`config.mk`:
```
export PLATFORM = sky130hd
export DESIGN_NAME = bcd_alarm_cmp
export DESIGN_NICKNAME = d
export VERILOG_FILES = /design/src/rtl/bca_pkg.sv /design/src/rtl/bca_field_cmp.sv /design/src/rtl/bca_regs.sv /design/src/rtl/bca_event.sv /design/src/rtl/bcd_alarm_cmp.sv
export SDC_FILE = /design/constraint.sdc
export NUM_CORES = 1
export LEC_CHECK = 0
export ABC_AREA = 0
export BUFFER_PORTS_ARGS = -buffer_cell sky130_fd_sc_hd__clkbuf_2
export CAP_MARGIN = 5
export CORE_AREA = 2 2 58 71
export CTS_CLUSTER_SIZE = 8
export DETAILED_ROUTE_END_ITERATION = 10
export DIE_AREA = 0 0 60 73
export PLACE_DENSITY_LB_ADDON = 0.12
export SLEW_MARGIN = 10
export SYNTH_ARGS = -nofsm -noshare
export SYNTH_HDL_FRONTEND = slang
export SYNTH_SLANG_ARGS = --single-unit
```
`constraint.sdc`:
```
create_clock -name clk -period 1.75 [get_ports clk]
set_input_delay 0.2625 -clock clk [delete_from_list [all_inputs] [get_ports clk]]
set_output_delay 0.2625 -clock clk [all_outputs]
set_load 0.1 [all_outputs]
```
`src/rtl/bca_pkg.sv`:
```
package bca_pkg;
  localparam int NF = 4;

  // Value width for each field: seconds, minutes, hours, date
  function automatic int fld_width(input int i);
    return (i < 2) ? 7 : 6;
  endfunction

  // Bit offset of each field inside the packed live-time vector
  function automatic int fld_offset(input int i);
    int acc;
    acc = 0;
    for (int k = 0; k < i; k++) acc += fld_width(k);
    return acc;
  endfunction

  // Bits kept in a stored alarm byte: mask bit plus value bits
  function automatic logic [7:0] fld_keep(input int i);
    return 8'h80 | 8'((1 << fld_width(i)) - 1);
  endfunction
endpackage

```
`src/rtl/bca_field_cmp.sv`:
```
module bca_field_cmp #(
  parameter int VW = 7
) (
  input  logic          msk,
  input  logic [VW-1:0] alm_val,
  input  logic [VW-1:0] cur_val,
  output logic          hit
);
  always_comb begin
    hit = msk | (alm_val == cur_val);
  end
endmodule

```
`src/rtl/bca_regs.sv`:
```
module bca_regs
  import bca_pkg::*;
#(
  parameter int ADDR_W = 3
) (
  input  logic                  clk,
  input  logic                  rst_n,
  input  logic                  wr_en,
  input  logic [ADDR_W-1:0]     addr,
  input  logic [7:0]            wdata,
  output logic [NF-1:0][7:0]    alm_q
);
  logic [NF-1:0][7:0] alm_d;

  always_comb begin
    alm_d = alm_q;
    for (int i = 0; i < NF; i++) begin
      if (wr_en && (addr == ADDR_W'(i + 1))) alm_d[i] = wdata & fld_keep(i);
    end
  end

  always_ff @(posedge clk or negedge rst_n) begin
    if (!rst_n) alm_q <= '0;
    else        alm_q <= alm_d;
  end
endmodule

```
`src/rtl/bca_event.sv`:
```
module bca_event (
  input  logic clk,
  input  logic rst_n,
  input  logic tick,
  input  logic all_hit,
  input  logic all_masked,
  input  logic flag_clr,
  output logic match_pulse,
  output logic alarm_flag
);
  logic prev_q, prev_d;
  logic pulse_d, flag_d, fire;

  always_comb begin
    fire    = tick & all_hit & (all_masked | ~prev_q);
    prev_d  = tick ? all_hit : prev_q;
    pulse_d = fire;
    if (fire)          flag_d = 1'b1;
    else if (flag_clr) flag_d = 1'b0;
    else               flag_d = alarm_flag;
  end

  always_ff @(posedge clk or negedge rst_n) begin
    if (!rst_n) begin
      prev_q      <= 1'b0;
      match_pulse <= 1'b0;
      alarm_flag  <= 1'b0;
    end else begin
      prev_q      <= prev_d;
      match_pulse <= pulse_d;
      alarm_flag  <= flag_d;
    end
  end
endmodule

```
`src/rtl/bcd_alarm_cmp.sv`:
```
module bcd_alarm_cmp
  import bca_pkg::*;
#(
  parameter int ADDR_W = 3
) (
  input  logic              clk,
  input  logic              rst_n,
  input  logic              tick,
  input  logic [6:0]        cur_sec,
  input  logic [6:0]        cur_min,
  input  logic [5:0]        cur_hour,
  input  logic [5:0]        cur_date,
  input  logic              wr_en,
  input  logic              rd_en,
  input  logic [ADDR_W-1:0] addr,
  input  logic [7:0]        wdata,
  output logic [7:0]        rdata,
  output logic              match_pulse,
  output logic              alarm_flag
);
  localparam int CUR_W = fld_offset(NF);

  logic [NF-1:0][7:0] alm_q;
  logic [CUR_W-1:0]   cur_all;
  logic [NF-1:0]      hit_v;
  logic [NF-1:0]      msk_v;
  logic               flag_clr;

  assign cur_all  = {cur_date, cur_hour, cur_min, cur_sec};
  assign flag_clr = rd_en && (addr == '0);

  bca_regs #(.ADDR_W(ADDR_W)) u_regs (
    .clk   (clk),
    .rst_n (rst_n),
    .wr_en (wr_en),
    .addr  (addr),
    .wdata (wdata),
    .alm_q (alm_q)
  );

  for (genvar g = 0; g < NF; g++) begin : g_fld
    localparam int W   = fld_width(g);
    localparam int OFF = fld_offset(g);
    assign msk_v[g] = alm_q[g][7];
    bca_field_cmp #(.VW(W)) u_cmp (
      .msk     (alm_q[g][7]),
      .alm_val (alm_q[g][W-1:0]),
      .cur_val (cur_all[OFF+W-1:OFF]),
      .hit     (hit_v[g])
    );
  end

  bca_event u_evt (
    .clk         (clk),
    .rst_n       (rst_n),
    .tick        (tick),
    .all_hit     (&hit_v),
    .all_masked  (&msk_v),
    .flag_clr    (flag_clr),
    .match_pulse (match_pulse),
    .alarm_flag  (alarm_flag)
  );

  always_comb begin
    rdata = 8'h00;
    if (addr == '0) rdata = {1'b0, alarm_flag, 6'b0};
    for (int i = 0; i < NF; i++) begin
      if (addr == ADDR_W'(i + 1)) rdata = alm_q[i];
    end
  end
endmodule

```
==> flow_summary.json <==
{
  "outcome": "finished, final reports clean",
  "synth_ff_type": "dfrtp_1",
  "insertion_delay_ns": 0.29,
  "synthTopCellsByArea": "dfrtp_1 46%, mux2_2 19%, xor2_1 7.8%, xnor2_1 4.8%, mux2i_1 4.4%",
  "period_share_pct": 94.5,
  "p_leak_nw": 1.12,
  "synth_common_cells": "33 x dfrtp_1, 31 x mux2_2, 16 x xor2_1, 10 x xnor2_1, 8 x mux2i_1",
  "tightest_slew_ns": 0.539,
  "syn_nets": 186,
  "syn_area_per_cell_sq_um": 12.6,
  "crit_arrival_ns": 1.88,
  "grt_util_all_layers_pct": 24.1,
  "port_buffers": 51,
  "path_class": "reg2reg",
  "path_cells": "xor2_1, nor4_2, a41oi_1, nor4_2, a32o_1",
  "async_flop_share_pct": 100,
  "synth-compound-area-share_pct": 7.89,
  "yosys.area_share.simple_pct": 8.30,
  "clock_skew_ns": 0.00580,
  "initial_core_util_pct": 47.8,
  "cts_max_level": 2,
  "antenna_found_initial": 0,
  "post_drt_wl_per_cell_um": 18.1,
  "synth-seq-cells": 33,
  "synth_edf_count": 0,
  "antenna_cells": 0,
  "first_pass_iters": 4,
  "routed-via-count": 1416,
  "synth_mux_area_share_pct": 23.7,
  "synth_most_common_cell": "dfrtp_1",
  "grt_first_pass_wirelength_um": 7530,
  "overflow": 0,
  "die_y_um": 73,
  "end_kind": "flop",
  "drc": 0,
  "syn2layout_area_growth_pct": 41.9,
  "final_antenna_net_count": 0,
  "cap_viol_max_count": 0,
  "die_w_um": 60,
  "post_cts_buffers": 0,
  "final_net_count": 249,
  "cts_root_buffer": "clkbuf_8",
  "r2r_slack_ns": 0.1,
  "power.density_nw_per_um2": 1130,
  "finalSetupViolCount": 0,
  "synth_fa_ha_area_share_pct": 0,
  "synth_top_family_by_area": "multiplexers",
  "drv_slew": 0,
  "maxSlewHeadroom_pct": 64.2,
  "layout-drive-gt1-share_pct": 56.7,
  "core-area_sq_um": 3780,
  "yosys.cell_types.count": 27,
  "start_kind": "flop",
  "yosysSeqAreaShare_pct": 45.7,
  "gp_congestion": 0.823,
  "grt_start_max_net_pins": 18,
  "vdd_drop_max_uv": 805,
  "yosysWarnings": 0,
  "grt_pass1_vias": 1447,
  "rsz0062_at_grt": "yes",
  "min_period_ns": 1.65,
  "critPathMaxStageDelay_ns": 0.41,
  "synth_cells": 144,
  "hold_path_class": "in2reg",
  "yosysTopAreaCell": "dfrtp_1",
  "clk_pin_slew_ns": 0.07,
  "slowest_stage": "dfrtp_1",
  "synth_xor_area_share_pct": 12.6,
  "synth_top_area_share_pct": 45.7,
  "path_max_fanout": 3,
  "clock_path_buffers": 2,
  "crit_top_cell": "nor4_2",
  "fmax_mhz": 605,
  "first_iter_violations": 87,
  "wirelength_um": 4740,
  "die-area_sq_um": 4380,
  "finalPower_w": 0.00291,
  "hold_violations": 0,
  "required_ns": 1.97,
  "boundaryPins": 52,
  "cts_tree": "done",
  "final_cells": 262,
  "cts_sinks": 33,
  "syn-cell-area_sq_um": 1810,
  "placedCellCount": 253,
  "num_rows": 25,
  "cts_buffers": 5,
  "via_per_inst": 5.40,
  "hpwl_um": 3640
}
[worst paths after layout]
path,startpoint,to,cells after the start
worst max register to register,u_regs.alm_q[3],u_evt.alarm_flag,5
worst max-delay path,u_regs.alm_q[3],u_evt.alarm_flag,5
min in group asynchronous,rst_n,u_evt.prev_q,2
max in group asynchronous,rst_n,u_regs.alm_q[4],3
worst min-delay path,wdata[6],u_regs.alm_q[6],2
worst min register to register,u_evt.prev_q,u_evt.prev_q,1
[registers in the layout, indices dropped and copies added (netlist names)]
name,flops
u_evt.alarm_flag,1
u_evt.prev_q,1
u_regs.alm_q,30
u_evt.match_pulse,1
[cells in the final DEF, fill, tap and decap left out, types with 6 or more instances in the layout]
cell,instances
buf_12,9
xor2_1,16
a22oi_1,7
mux2_2,31
buf_4,9
clkbuf_8,6
o22ai_4,7
dfrtp_1,32
mux2i_1,8
xnor2_1,10
clkbuf_2,43
[kinds of logic (layout without fill, tap and decap cells)]
| kind of cell | Yosys count | count (layout) |
|---|---|---|
| multiplexers | 39 | 39 |
| buffers and inverters | 7 | 71 |
| AO/OA/AOI/OAI | 20 | 20 |
| AND/OR/NAND/NOR | 19 | 19 |
| flip-flops | 33 | 33 |
| XOR/XNOR | 26 | 26 |
[cell type report]
class | count | area [sq um]
fillers | 277 | 1220
repair buffers | 62 | 473
inverters | 1 | 3.75
clock inverters | 1 | 30.0
well taps | 54 | 67.6
clock buffers | 7 | 86.3
multi-input cells | 104 | 1080
flip-flops and latches | 33 | 827
[metal layers]
metal | share of wire (%) | track usage [%] | wire (um) | vias up
met2 | 53 | 41.1 | 2510 | 51
met3 | 5.3 | 5.50 | 250 | 6
li1 | - | - | - | 665
met4 | 1.2 | 7.90 | 59 | 0
met5 | 0 | 0 | 0 | -
met1 | 40 | 29.8 | 1920 | 694
[stage by stage]
step           hold WS [ns]  worst slack [ns]  utilization [%]  TNS (ns)  cell area, sq um
2_1_floorplan       -0.0331            0.0308                -         0              1930
3_3_place_gp          0.235            -0.109             64.0    -0.303              2420
3_5_place_dp          0.246            -0.138             64.0    -0.451              2420
4_1_cts               0.225            0.0316             67.8         0              2570
5_1_grt               0.230           -0.0117             67.8   -0.0235              2570
6_report              0.231            0.0966             67.8         0              2570
[timing repair]
action                                 4_1_cts  5_1_grt
gates resized for setup                      4        0
pin swaps                                    2        2
hold buffers                                 1        0
setup endpoints to repair                   10        3
endpoints found under the hold margin       16        0
[worst max-delay path: cells and delay by family (launching register included)]
family,cells,cell delay (ns)
and+or+nand+nor,2,0.58
AOI/OAI and AO/OA,2,0.42
DFF,1,0.41
xor gates and xnor gates,1,0.19
[power by group]
group          internal [W]  total, W  switching, W  leakage (nW)
clock              0.000464  0.000742      0.000278        0.0585
combinational      0.000463   0.00106      0.000601         0.661
sequential         0.000931   0.00110      0.000170         0.400
total               0.00186   0.00291       0.00105          1.12
(Power assumes the default switching activity.)
